## src/rtl/pwm_evt_pkg.sv

```systemverilog
package pwm_evt_pkg;

  typedef enum logic [1:0] {
    ACT_KEEP = 2'b00,
    ACT_FLIP = 2'b01,
    ACT_CLR  = 2'b10,
    ACT_SET  = 2'b11
  } act_e;

  localparam int ACT_W    = 12;
  localparam int FLD_ZERO = 0;
  localparam int FLD_TOP  = 2;
  localparam int FLD_A_UP = 4;
  localparam int FLD_A_DN = 6;
  localparam int FLD_B_UP = 8;
  localparam int FLD_B_DN = 10;

  typedef struct packed {
    logic zero;
    logic top;
    logic a_up;
    logic a_dn;
    logic b_up;
    logic b_dn;
  } evt_t;

  function automatic act_e pick_field(input logic [ACT_W-1:0] w, input int lsb);
    return act_e'(w[lsb +: 2]);
  endfunction

endpackage

```

## src/rtl/pwm_shadow.sv

```systemverilog
module pwm_shadow #(
  parameter int W = 16,
  parameter int N = 3
) (
  input  logic                clk,
  input  logic                rst_n,
  input  logic                upd,
  input  logic [N-1:0][W-1:0] d,
  output logic [N-1:0][W-1:0] q
);
  for (genvar i = 0; i < N; i++) begin : g_stage
    always_ff @(posedge clk or negedge rst_n) begin
      if (!rst_n)   q[i] <= '0;
      else if (upd) q[i] <= d[i];
    end
  end
endmodule

```

## src/rtl/pwm_timebase.sv

```systemverilog
module pwm_timebase #(
  parameter int W = 16
) (
  input  logic         clk,
  input  logic         rst_n,
  input  logic         enable,
  input  logic         updown,
  input  logic [W-1:0] top_in,
  input  logic [W-1:0] top_q,
  output logic [W-1:0] cnt_q,
  output logic         dir_up_q
);
  localparam logic [W-1:0] ONE = W'(1);

  always_ff @(posedge clk or negedge rst_n) begin
    if (!rst_n) begin
      cnt_q    <= '0;
      dir_up_q <= 1'b1;
    end else if (!enable) begin
      cnt_q    <= '0;
      dir_up_q <= 1'b1;
    end else if (cnt_q == '0) begin
      dir_up_q <= 1'b1;
      if (updown) cnt_q <= (top_in == '0) ? '0 : ONE;
      else        cnt_q <= top_in;
    end else if (!updown) begin
      dir_up_q <= 1'b0;
      cnt_q    <= cnt_q - ONE;
    end else if (dir_up_q) begin
      if (cnt_q >= top_q) begin
        dir_up_q <= 1'b0;
        cnt_q    <= cnt_q - ONE;
      end else begin
        cnt_q    <= cnt_q + ONE;
      end
    end else begin
      cnt_q <= cnt_q - ONE;
    end
  end
endmodule

```

## src/rtl/pwm_event_decode.sv

```systemverilog
module pwm_event_decode
  import pwm_evt_pkg::*;
#(
  parameter int W = 16
) (
  input  logic         enable,
  input  logic         cnt_up,
  input  logic [W-1:0] cnt,
  input  logic [W-1:0] top_q,
  input  logic [W-1:0] cmpa_q,
  input  logic [W-1:0] cmpb_q,
  output evt_t         evt
);
  logic hit_a, hit_b;

  always_comb begin
    hit_a     = enable && (cnt == cmpa_q);
    hit_b     = enable && (cnt == cmpb_q);
    evt.zero  = enable && (cnt == '0);
    evt.top   = enable && (cnt == top_q);
    evt.a_up  = hit_a &&  cnt_up;
    evt.a_dn  = hit_a && !cnt_up;
    evt.b_up  = hit_b &&  cnt_up;
    evt.b_dn  = hit_b && !cnt_up;
  end
endmodule

```

## src/rtl/pwm_action_qual.sv

```systemverilog
module pwm_action_qual
  import pwm_evt_pkg::*;
(
  input  logic             clk,
  input  logic             rst_n,
  input  evt_t             evt,
  input  logic [ACT_W-1:0] act_word,
  output act_e             sel_act,
  output logic             pwm_q
);
  always_comb begin
    if (evt.zero)      sel_act = pick_field(act_word, FLD_ZERO);
    else if (evt.top)  sel_act = pick_field(act_word, FLD_TOP);
    else if (evt.b_up) sel_act = pick_field(act_word, FLD_B_UP);
    else if (evt.b_dn) sel_act = pick_field(act_word, FLD_B_DN);
    else if (evt.a_up) sel_act = pick_field(act_word, FLD_A_UP);
    else if (evt.a_dn) sel_act = pick_field(act_word, FLD_A_DN);
    else               sel_act = ACT_KEEP;
  end

  always_ff @(posedge clk or negedge rst_n) begin
    if (!rst_n) pwm_q <= 1'b0;
    else begin
      case (sel_act)
        ACT_FLIP: pwm_q <= ~pwm_q;
        ACT_CLR:  pwm_q <= 1'b0;
        ACT_SET:  pwm_q <= 1'b1;
        default:  pwm_q <= pwm_q;
      endcase
    end
  end
endmodule

```

## src/rtl/pwm_event_gen.sv

```systemverilog
module pwm_event_gen
  import pwm_evt_pkg::*;
#(
  parameter int CNT_W = 16
) (
  input  logic             clk,
  input  logic             rst_n,
  input  logic             enable,
  input  logic             updown_mode,
  input  logic [CNT_W-1:0] load_val,
  input  logic [CNT_W-1:0] cmpa_val,
  input  logic [CNT_W-1:0] cmpb_val,
  input  logic [ACT_W-1:0] act_word,
  output logic             pwm_out
);
  localparam int NSTAGE = 3;

  logic [NSTAGE-1:0][CNT_W-1:0] stage_d, stage_q;
  logic [CNT_W-1:0] cnt_q;
  logic             dir_up_q;
  logic             cnt_up;
  logic             stage_upd;
  evt_t             evt_w;
  act_e             sel_act_w;

  assign stage_d   = {cmpb_val, cmpa_val, load_val};
  assign stage_upd = !enable || (cnt_q == '0);
  assign cnt_up    = updown_mode && dir_up_q;

  pwm_shadow #(.W(CNT_W), .N(NSTAGE)) u_shadow (
    .clk (clk), .rst_n (rst_n), .upd (stage_upd), .d (stage_d), .q (stage_q)
  );

  pwm_timebase #(.W(CNT_W)) u_timebase (
    .clk      (clk),
    .rst_n    (rst_n),
    .enable   (enable),
    .updown   (updown_mode),
    .top_in   (load_val),
    .top_q    (stage_q[0]),
    .cnt_q    (cnt_q),
    .dir_up_q (dir_up_q)
  );

  pwm_event_decode #(.W(CNT_W)) u_decode (
    .enable (enable),
    .cnt_up (cnt_up),
    .cnt    (cnt_q),
    .top_q  (stage_q[0]),
    .cmpa_q (stage_q[1]),
    .cmpb_q (stage_q[2]),
    .evt    (evt_w)
  );

  pwm_action_qual u_qual (
    .clk      (clk),
    .rst_n    (rst_n),
    .evt      (evt_w),
    .act_word (act_word),
    .sel_act  (sel_act_w),
    .pwm_q    (pwm_out)
  );
endmodule

```

## config.mk

```make
export PLATFORM = sky130hd
export DESIGN_NAME = pwm_event_gen
export DESIGN_NICKNAME = d
export VERILOG_FILES = /design/src/rtl/pwm_evt_pkg.sv /design/src/rtl/pwm_shadow.sv /design/src/rtl/pwm_timebase.sv /design/src/rtl/pwm_event_decode.sv /design/src/rtl/pwm_action_qual.sv /design/src/rtl/pwm_event_gen.sv
export SDC_FILE = /design/constraint.sdc
export NUM_CORES = 1
export LEC_CHECK = 0
export BUFFER_PORTS_ARGS = -buffer_cell sky130_fd_sc_hd__clkbuf_2
export CELL_PAD_IN_SITES_DETAIL_PLACEMENT = 0
export CELL_PAD_IN_SITES_GLOBAL_PLACEMENT = 1
export CORE_MARGIN = 2
export CORE_UTILIZATION = 40
export DETAILED_ROUTE_END_ITERATION = 7
export PLACE_DENSITY = 0.76
export SLEW_MARGIN = 20
export SYNTH_ARGS = -nofsm -noshare
export SYNTH_HDL_FRONTEND = slang
export SYNTH_SLANG_ARGS = --single-unit
```

## constraint.sdc

```tcl
create_clock -name clk -period 3.25 [get_ports clk]
set_input_delay 0.1625 -clock clk [delete_from_list [all_inputs] [get_ports clk]]
set_output_delay 0.1625 -clock clk [all_outputs]
set_load 0.005 [all_outputs]
```

==> impl_metrics.tcl, run 1 <==
set metrics [dict create \
    vias_per_cell 4.917 \
    yosysTopAreaCellShare 0.4073 \
    synth_top_flop_cell "dfrtp_1" \
    synth.yosys.seq_area_share 0.4138 \
    grt_pass1_wl_um 16550 \
    syn_avg_cell_area_um2 8.534 \
    start_util 0.4105 \
    die-width_um 103.9 \
    maxCapViolCount 0 \
    ios 65 \
    num_antenna_cells 0 \
    max_slew_margin 0.5208 \
    dieArea_mm2 0.01080 \
    clk_path_buf_depth 2 \
    power.density_mw_per_mm2 897.7 \
    cts-root-buf "clkbuf_8" \
    period_needed_ps 2818 \
    report.final.setup_viol 0 \
    placedCellCount 644 \
    synth_edf_count 0 \
    worst_pin_slew_ps 718.9 \
    rows 36 \
    grt.total_usage 0.1915 \
    met3_usage 0.02945 \
    dieHeight_um 103.9 \
    final_nets 605 \
    grt_max_degree 79 \
    drt_wl_total_um 9737 \
    p_leak_nw 2.225 \
    peakVddDrop_mv 0.3088 \
    finClkSkew_ps 11.21 \
    finalSetupTns_ps 0 \
    clk_pin_slew_ps 80 \
    synth_nets 550 \
    wl_per_cell_um 14.75 \
    yosysMostFrequentCell "nand2_1" \
    cts_resized 0 \
    synth_area_mm2 0.003994 \
    synth_area_leaders "dfrtp_1 41%, nand2_1 14%, xnor2_1 7.9%" \
    dr.pass1.iters 5 \
    fmax_mhz 354.9 \
    rsz0062_at_grt "false" \
    grt_pass1_vias 3312 \
    vias 3245 \
    grt_busiest_layer "met2" \
    grt_overflow 0 \
    cts_made_buffers 9 \
    fin_crit_sh 0.8671 \
    drc 0 \
    met1_usage 0.2705 \
    start_kind "flop" \
    cts-htree-levels 3 \
    stdcell_count 660 \
    cts_tree "yes" \
    endpoint_kind "flop" \
    yosysWarnings 0 \
    multi_input_area_mm2 0.002140 \
    synth.ff_latch_count 66 \
    place_hpwl_um 7251 \
    ant_nets 0 \
    crit_path_max_fanout 10 \
    portBuffers 64 \
    drv_slew 0 \
    syn2layout_area_growth_pct 15.23 \
    critPathRequiredTime_ps 3440 \
    synth.distinct_cells 45 \
    clock_latency_ps 350 \
    syn_inst 468 \
    met2_usage 0.2946 \
    async_reset_ff_frac 1.000 \
    hold_class "in -> reg" \
    cts.sinks 66 \
    gp_congestion 0.8609 \
    register_area_mm2 0.001653 \
    core_area_mm2 0.009729 \
    drt_iter0_markers 121 \
    critical_path_class "reg -> reg" \
    fillers 1013 \
    status "complete, no violations" \
    synth_top_area_cell "dfrtp_1" \
    grt_antenna_before_repair 0 \
    arrival_ps 3010 \
    drive_above_1_share 0.1841 \
    finalHoldViolCount 0 \
    netlist_top_cells_count "145 x nand2_1, 65 x dfrtp_1, 36 x xnor2_1, 30 x o21ai_0, 21 x inv_1" \
]
-- registers in the layout, summed over array words and instances (netlist names) --
name / cells
u_timebase.cnt_q: 16
u_shadow.q: 48
u_timebase.dir_up_q: 1
u_qual.pwm_q: 1
-- repair_timing --
action,4_1_cts,5_1_grt
hold buffers,1,0
endpoints found under the hold margin,23,0
endpoints found under the setup margin,0,0
setup buffers,0,0
-- power breakdown --
part | internal (mW) | total (mW) | switching (mW)
Combinational | 0.864 | 1.94 | 1.07
Sequential | 1.13 | 1.51 | 0.377
Clock | 0.369 | 0.681 | 0.312
-- per-stage QoR --
step	power (mW)	worst slack (ps)	area, um2	hold WS (ps)	util
6_report	4.131	432.0	4602	11.95	0.4730
5_1_grt	4.500	230.8	4602	15.07	0.4730
4_1_cts	4.165	437.3	4602	0.1319	0.4730
3_5_place_dp	3.469	470.0	4407	203.3	0.4529
3_3_place_gp	3.422	564.7	4407	201.0	0.4529
2_1_floorplan	2.992	697.5	3994	-133.1	-
-- layer usage --
layer	wire length [um]	vias up
met5	0	-
met4	176	0
met3	432	14
met2	4311	77
met1	4816	1499
li1	-	1655
-- cell usage in the layout (no fill, tap or decap), types with 3 or more instances in the layout --
cell | synthesis | layout
nand2_1 | 145 | 145
dfrtp_1 | 65 | 65
clkbuf_2 | 0 | 64
xnor2_1 | 36 | 36
o21ai_0 | 30 | 30
inv_1 | 21 | 21
ha_1 | 18 | 18
mux2i_1 | 17 | 17
nor2_1 | 13 | 13
nand4_1 | 11 | 11
xor2_1 | 11 | 11
nand3_1 | 10 | 10
clkbuf_8 | 0 | 10
nor4_1 | 9 | 9
nor3_1 | 8 | 8
a21oi_1 | 8 | 8
buf_4 | 0 | 6
and3_1 | 5 | 5
o21ai_1 | 3 | 3
mux2_2 | 3 | 3
-- worst paths after layout --
path,end,slack [ps],startpoint,depth (start not counted)
hold / removal,u_shadow.q[34],10,cmpb_val[2],3
setup / recovery,u_timebase.cnt_q[15],430,u_timebase.cnt_q[5],9
hold reg to reg,u_shadow.q[27],490,u_shadow.q[27],2
max in group asynchronous,u_timebase.dir_up_q,1900,rst_n,3
min in group asynchronous,u_shadow.q[10],350,rst_n,2
setup reg to reg,u_timebase.cnt_q[15],430,u_timebase.cnt_q[5],9
-- worst max-delay path: stages (launching register included) --
cell and delay [ps]:
dfrtp_1 640, ha_1 330, a21oi_1 140, o21ai_0 110, a22o_1 220, a211oi_4 420
buf_4 300, mux2i_1 230, xor2_1 160, o21ai_0 100
-- logic make-up after synthesis --
logic type | share of synthesized area
adder cells (fa/ha/maj) | 0.05639
AO/OA/AOI/OAI | 0.07707
flip-flops | 0.4138
multiplexers | 0.05106
AND/OR/NAND/NOR | 0.2462
XOR/XNOR | 0.1031
buffers and inverters | 0.05232
-- area by class of cell --
class                      instances  area share
tap                              133     0.03616
clock inverter                     3    0.008700
timing repair buffer              71     0.08157
sequential                        66      0.3592
multi-input combinational        353      0.4649
inverter                          22     0.01794
clock buffer                      12     0.03154
Note: power is estimated with default switching activity, not from simulation.
==> run 2, diff against run 1 <==
--- a/config.mk
+++ b/config.mk
@@ -9,9 +9,9 @@
 export CELL_PAD_IN_SITES_DETAIL_PLACEMENT = 0
 export CELL_PAD_IN_SITES_GLOBAL_PLACEMENT = 1
 export CORE_MARGIN = 2
-export CORE_UTILIZATION = 40
+export CORE_UTILIZATION = 25
 export DETAILED_ROUTE_END_ITERATION = 7
-export PLACE_DENSITY = 0.76
+export PLACE_DENSITY = 0.52
 export SLEW_MARGIN = 20
 export SYNTH_ARGS = -nofsm -noshare
 export SYNTH_HDL_FRONTEND = slang
==> run 2 against run 1 <==
Routed wire length grew 16%. Critical path depth did not move. Maximum frequency rose by 3.7%. Sequential cell count did not move. Highest routed layer unchanged. Cell count grew 14%. Setup slack better by 100 ps. Clock skew fell by 4.6 ps. Total power is 8.7% higher. Combinational power rose by 8%. Clock power rose by 38%. Non-clock buffer count increased by 8. Register-to-register slack improved by 100 ps.
==> impl_metrics.tcl, run 2 (same netlist as run 1, synthesis figures left out) <==
set metrics [dict create \
    clock_latency_ps 350 \
    cts_resized 0 \
    gp_congestion 0.8298 \
    final_area_mm2 0.004887 \
    vias_per_cell 4.398 \
    met2_usage 0.2180 \
    grt_busiest_layer "met2" \
    rsz0062_at_grt "false" \
    max_slew_margin 0.4449 \
    status "complete, no violations" \
    ant_nets 0 \
    grt_overflow 0 \
    cts_made_buffers 9 \
    grt_pass1_vias 3392 \
    core_area_mm2 0.01577 \
    vias 3307 \
    cts-root-buf "clkbuf_16" \
    grt_pass1_wl_um 18420 \
    worst_pin_slew_ps 832.7 \
    arrival_ps 2950 \
    final_common_cell "nand2_1" \
    place_area_mm2 0.004576 \
    p_leak_nw 2.314 \
    setup_ws_ps 532.8 \
    stdcell_count 752 \
    top_register "u_shadow.q" \
    placedCellCount 734 \
    timing.rr.start "u_timebase.cnt_q[13]" \
    endpoint_kind "flop" \
    most-common-layout-cells "145 x nand2_1, 65 x dfrtp_1, 63 x clkbuf_2" \
    drv_slew 0 \
    fmax_mhz 368.0 \
    cts_tree "yes" \
    grt.total_usage 0.1455 \
    dieArea_mm2 0.01700 \
    dr.pass1.iters 5 \
    worstHoldStart "cmpa_val[3]" \
    drc 0 \
    place_hpwl_um 8802 \
    critical_path_class "reg -> reg" \
    fin_crit_sh 0.8360 \
    hold_class "in -> reg" \
    finalHoldViolCount 0 \
    finalSetupTns_ps 0 \
    ios 65 \
    critical_path.cell_chain "ha_1, a21o_1, a21o_1, a22o_1, a211oi_4, buf_12, mux2i_1, xnor2_1, a22o_1" \
    largest_register_ffs 48 \
    cts.sinks 66 \
    r2r_setup_slack_ps 530 \
    drt_wl_total_um 11300 \
    dieHeight_um 130.4 \
    drive_above_1_share 0.1996 \
    period_needed_ps 2717 \
    grt_max_degree 60 \
    cts-htree-levels 3 \
    portBuffers 64 \
    start_util 0.2533 \
    clk_pin_slew_ps 60 \
    peakVddDrop_mv 0.3730 \
    top_regs "u_shadow.q x48, u_timebase.cnt_q x16" \
    start_kind "flop" \
    wl_per_cell_um 15.03 \
    num_antenna_cells 0 \
    rr_endpoint "u_timebase.cnt_q[5]" \
    report.final.setup_viol 0 \
    worst_hold_path.num_cells 3 \
    r2r_cells 9 \
    p_total_mw 4.490 \
    rows 46 \
    maxCapViolCount 0 \
    die-width_um 130.4 \
    critPathRequiredTime_ps 3480 \
    met1_usage 0.1989 \
    met3_usage 0.03746 \
    power.density_mw_per_mm2 918.8 \
    drt_iter0_markers 133 \
    place_ws_ps 545.3 \
    clk_path_buf_depth 2 \
    critPathMaxStageDelay_ps 540 \
    grt_antenna_before_repair 0 \
    crit_path_max_fanout 11 \
    syn2layout_area_growth_pct 22.37 \
    final_nets 613 \
    slowest_stage "dfrtp_1" \
    hold_end "u_shadow.q[19]" \
    finClkSkew_ps 6.655 \
]
-- run 2: cell count changes in the layout (fill, tap and decap cells not counted), sizes merged --
cell / before / now
clkinvlp: 0 / 2
buf: 6 / 14
dlygate4sd3: 1 / 2
clkbuf: 76 / 75
bufinv: 1 / 0
-- run 2: area by class of cell --
cell class              count  area (um2)
inverters                  22       82.58
flip-flops and latches     66        1653
repair buffers             79       450.4
fillers                  1753       10880
multi-input cells         353        2140
clock buffers              12       266.5
clock inverters             4       25.02
well taps                 216       270.3
-- run 2: through the flow --
| stage | hold WS [ps] | utilization |
|---|---|---|
| detailed placement | 325.4 | 0.2901 |
| floorplan | -133.1 | - |
| global placement | 320.4 | 0.2901 |
| CTS | 0.8335 | 0.3099 |
| finish | 13.60 | 0.3099 |
| global route | 14.80 | 0.3099 |
-- run 2: what timing repair did --
action                                  4_1_cts  5_1_grt
endpoints found under the setup margin        0        0
hold buffers                                  2        0
hold endpoints to repair                     33        0
setup buffers                                 0        0
-- run 2: worst max path at each step --
| stage | startpoint | endpoint | slack (ps) |
|---|---|---|---|
| floorplan | u_timebase.cnt_q[0] | u_timebase.cnt_q[14] | 700 |
| global route | u_timebase.cnt_q[0] | u_timebase.cnt_q[5] | 300 |
| global placement | u_timebase.cnt_q[1] | u_timebase.cnt_q[13] | 600 |
| detailed placement | u_timebase.cnt_q[0] | u_timebase.cnt_q[5] | 550 |
| CTS | u_timebase.cnt_q[0] | u_timebase.cnt_q[5] | 500 |
| finish | u_timebase.cnt_q[13] | u_timebase.cnt_q[5] | 530 |
-- run 2: layer usage --
| layer | vias to the layer above | routed length, um |
|---|---|---|
| li1 | 1673 | - |
| met1 | 1542 | 5547 |
| met2 | 74 | 4968 |
| met3 | 18 | 454 |
| met4 | 0 | 334 |
| met5 | - | 0 |
-- run 2: power breakdown --
part	switching (mW)	internal (mW)
sequential	0.321	1.14
combinational	1.17	0.919
clock	0.368	0.575
total	1.86	2.63
-- run 2: worst max-delay path: cells and delay by family, from the launching register on --
kind	cells	cell delay (ps)
muxes	1	230
DFF	1	540
adders and majority gates	1	320
xor gates and xnor gates	1	90
AOI/OAI and AO/OA	5	1210
buffers and inverters	1	210
==> run 3, diff against run 2 <==
--- a/config.mk
+++ b/config.mk
@@ -5,13 +5,14 @@
 export SDC_FILE = /design/constraint.sdc
 export NUM_CORES = 1
 export LEC_CHECK = 0
+export ABC_AREA = 1
 export BUFFER_PORTS_ARGS = -buffer_cell sky130_fd_sc_hd__clkbuf_2
 export CELL_PAD_IN_SITES_DETAIL_PLACEMENT = 0
 export CELL_PAD_IN_SITES_GLOBAL_PLACEMENT = 1
 export CORE_MARGIN = 2
 export CORE_UTILIZATION = 25
 export DETAILED_ROUTE_END_ITERATION = 7
-export PLACE_DENSITY = 0.52
+export PLACE_DENSITY = 0.55
 export SLEW_MARGIN = 20
 export SYNTH_ARGS = -nofsm -noshare
 export SYNTH_HDL_FRONTEND = slang
==> constraint.sdc (replaced) <==
create_clock -name clk -period 2.3 [get_ports clk]
set_input_delay 0.115 -clock clk [delete_from_list [all_inputs] [get_ports clk]]
set_output_delay 0.115 -clock clk [all_outputs]
set_load 0.005 [all_outputs]
==> run 3 against run 2 <==
Worst hold slack got worse by 9.2 ps. Synthesized cell count increased by 32%. Clock power increased by 30%. Sequential cell count unchanged. Register-to-register slack got worse by 490 ps. Setup slack got worse by 490 ps. Die area increased by 7.1%. Utilization increased by 4.5 points. Combinational power increased by 66%. Cell count increased by 29%. Clock skew decreased by 1.0 ps. Sequential share of layout area decreased by 5.9 points. Largest power group unchanged.
==> impl_metrics.tcl, run 3 <==
set metrics [dict create \
    clock_latency_ps 340 \
    synth.ff_latch_count 66 \
    fmax_mhz 443.5 \
    vias 4325 \
    p_sw_frac 0.4301 \
    synth_nets 699 \
    core_area_mm2 0.01670 \
    grt_pass1_wl_um 23310 \
    drc 0 \
    hold_class "in -> reg" \
    syn2layout_area_growth_pct 38.05 \
    maxCapViolCount 0 \
    fillers 1826 \
    dr.pass1.iters 4 \
    place_hpwl_um 10950 \
    synth.yosys.seq_area_share 0.3855 \
    place_ws_ps 25.92 \
    final_nets 829 \
    vias_per_cell 4.459 \
    ios 65 \
    arrival_ps 2480 \
    cp_top_family "simple AND/OR/NAND/NOR gates" \
    grt_pass1_vias 4400 \
    cts-root-buf "clkbuf_16" \
    yosysWarnings 0 \
    dieArea_mm2 0.01822 \
    timing.rr.start "u_timebase.cnt_q[2]" \
    r2r_setup_slack_ps 50 \
    placedCellCount 912 \
    p_leak_nw 2.949 \
    peakVddDrop_mv 0.5604 \
    synth_area_mm2 0.004288 \
    slowest_stage "dfrtp_2" \
    dieHeight_um 135.0 \
    cts-htree-levels 3 \
    clkPwrFrac 0.190 \
    start_util 0.2567 \
    syn_inst 617 \
    worst_pin_slew_ps 732.1 \
    pwr-share-seq 0.276 \
    wl_per_cell_um 15.07 \
    crit_path_max_fanout 11 \
    async_reset_ff_frac 1.000 \
    grt_antenna_before_repair 0 \
    status "complete, no violations" \
    worst_hold_path.num_cells 3 \
    start_kind "flop" \
    switching_power_mw 2.793 \
    critPathRequiredTime_ps 2520 \
    critPathMaxStageDelay_ps 510 \
    rows 47 \
    top_register "u_shadow.q" \
    clk_pin_slew_ps 50 \
    drt_iter0_markers 204 \
    gp_congestion 0.8654 \
    final_core_util 0.3544 \
    num_antenna_cells 0 \
    drv_slew 0 \
    drive_above_1_share 0.2240 \
    portBuffers 64 \
    period_needed_ps 2255 \
    syn_avg_cell_area_um2 6.950 \
    combPwrFrac 0.534 \
    cts.sinks 66 \
    hold_end "u_shadow.q[36]" \
    grt_max_degree 58 \
    p_total_mw 6.495 \
    r2r_cells 13 \
    critical_path.cell_chain "ha_1, nand2_1, inv_1, nand3_1, nor3_2, buf_4, nor4_4, nand2_4, buf_12, o21ai_1, o21ai_2, nand2_1, o21ai_1" \
    fin_crit_sh 0.9804 \
    cts_made_buffers 9 \
    synth_edf_count 0 \
    die-width_um 135.0 \
    setup_ws_ps 45.10 \
    critical_path_class "reg -> reg" \
    path_buf_inv 3 \
    largest_register_ffs 48 \
    synth_area_leaders "dfrtp_1 38%, nand2_1 17%, inv_1 7.0%" \
    cts_tree "yes" \
    most-common-layout-cells "192 x nand2_1, 75 x inv_1, 63 x clkbuf_2, 63 x dfrtp_1, 50 x o21ai_0" \
    p_int_mw 3.702 \
    finalSetupTns_ps 0 \
    synth_top_flop_cell "dfrtp_1" \
    report.final.setup_viol 0 \
    netlist_top_cells_count "199 x nand2_1, 80 x inv_1, 65 x dfrtp_1, 57 x o21ai_0, 47 x nor2_1" \
    rr_endpoint "u_timebase.cnt_q[7]" \
    max_slew_margin 0.5120 \
    endpoint_kind "flop" \
    top_regs "u_shadow.q x48, u_timebase.cnt_q x16" \
    grt.total_usage 0.1673 \
    stdcell_count 970 \
    drt_wl_total_um 14620 \
    yosysTopAreaCellShare 0.3793 \
    worstHoldStart "cmpb_val[4]" \
    power.density_mw_per_mm2 1097 \
    final_common_cell "nand2_1" \
    grt_overflow 0 \
    yosysMostFrequentCell "nand2_1" \
    rsz0062_at_grt "true" \
    finalHoldViolCount 0 \
    synth.distinct_cells 33 \
    synth_top_area_cell "dfrtp_1" \
    finClkSkew_ps 5.660 \
    ant_nets 0 \
    clk_path_buf_depth 2 \
]
[run 3: cell types whose count changed after synthesis, sizes merged, moves of 17 or more]
cell / delta
inv: +62
nand2: +56
nor2: +36
o21ai: +34
xnor2: -30
nand3: +26
mux2i: -17
[run 3: power groups by stage]
| stage | clock [mW] | combinational (mW) | sequential, mW |
|---|---|---|---|
| floorplan | 0 | 2.02 | 1.73 |
| global placement | 0 | 3.03 | 1.79 |
| detailed placement | 0 | 3.04 | 1.79 |
| CTS | 1.27 | 3.10 | 1.78 |
| global route | 1.31 | 3.95 | 1.84 |
| finish | 1.23 | 3.47 | 1.79 |
[run 3: area by class of cell]
cell class              instances  area, um2  area share
clock buffers                  14      254.0     0.04291
flip-flops and latches         66       1655      0.2796
inverters                      85      326.6     0.05517
multi-input cells             445       2359      0.3984
repair buffers                140       1050      0.1773
well taps                     220      275.3     0.04650
[run 3: cell families (layout without fill, tap and decap cells)]
family / count (synthesis) / after routing / share of synthesized area
buffers and inverters: 107 / 239 / 0.1010
AOI/OAI and AO/OA: 98 / 98 / 0.1191
and+or+nand+nor: 311 / 312 / 0.3073
DFF: 66 / 66 / 0.3855
xor gates and xnor gates: 17 / 17 / 0.03472
adders and majority gates: 18 / 18 / 0.05253
[run 3: repair_timing]
item | CTS | global route
endpoints found under the setup margin | 0 | 59
resized for setup | 0 | 54
buffers inserted | 0 | 10
endpoints found under the hold margin | 56 | 0
hold buffers | 31 | 0
[run 3: worst max-delay path by stage]
| stage | from | endpoint | slack, ps | depth (start not counted) |
|---|---|---|---|---|
| 2_1_floorplan | u_timebase.cnt_q[0] | u_qual.pwm_q | 210 | 15 |
| 6_report | u_timebase.cnt_q[2] | u_timebase.cnt_q[7] | 50 | 13 |
| 5_1_grt | u_timebase.cnt_q[1] | u_qual.pwm_q | -70 | 15 |
| 4_1_cts | u_timebase.cnt_q[2] | u_timebase.cnt_q[9] | 3 | 12 |
| 3_5_place_dp | u_timebase.cnt_q[2] | u_timebase.cnt_q[9] | 30 | 12 |
| 3_3_place_gp | u_timebase.cnt_q[2] | u_timebase.cnt_q[9] | 20 | 12 |
[run 3: worst register-to-register path: cells and delay by family (launching register included)]
family / cells / cell delay (ps)
AOI/OAI and AO/OA: 3 / 240
DFF: 1 / 510
adders and majority gates: 1 / 310
buffers and inverters: 3 / 390
and+or+nand+nor: 6 / 700
[run 3: stage by stage]
stage | hold slack (ps) | instance area (um2)
floorplan | -180.6 | 4288
global placement | 223.6 | 5055
detailed placement | 221.2 | 5055
CTS | 1.595 | 5619
global route | 22.79 | 5919
finish | 4.385 | 5919
[run 3: layer usage]
layer	share of wire	vias up	track usage
met5	0	-	0
met4	0.014	0	0.04630
li1	-	2221	-
met2	0.48	97	0.2699
met1	0.46	1994	0.2288
met3	0.045	13	0.03303
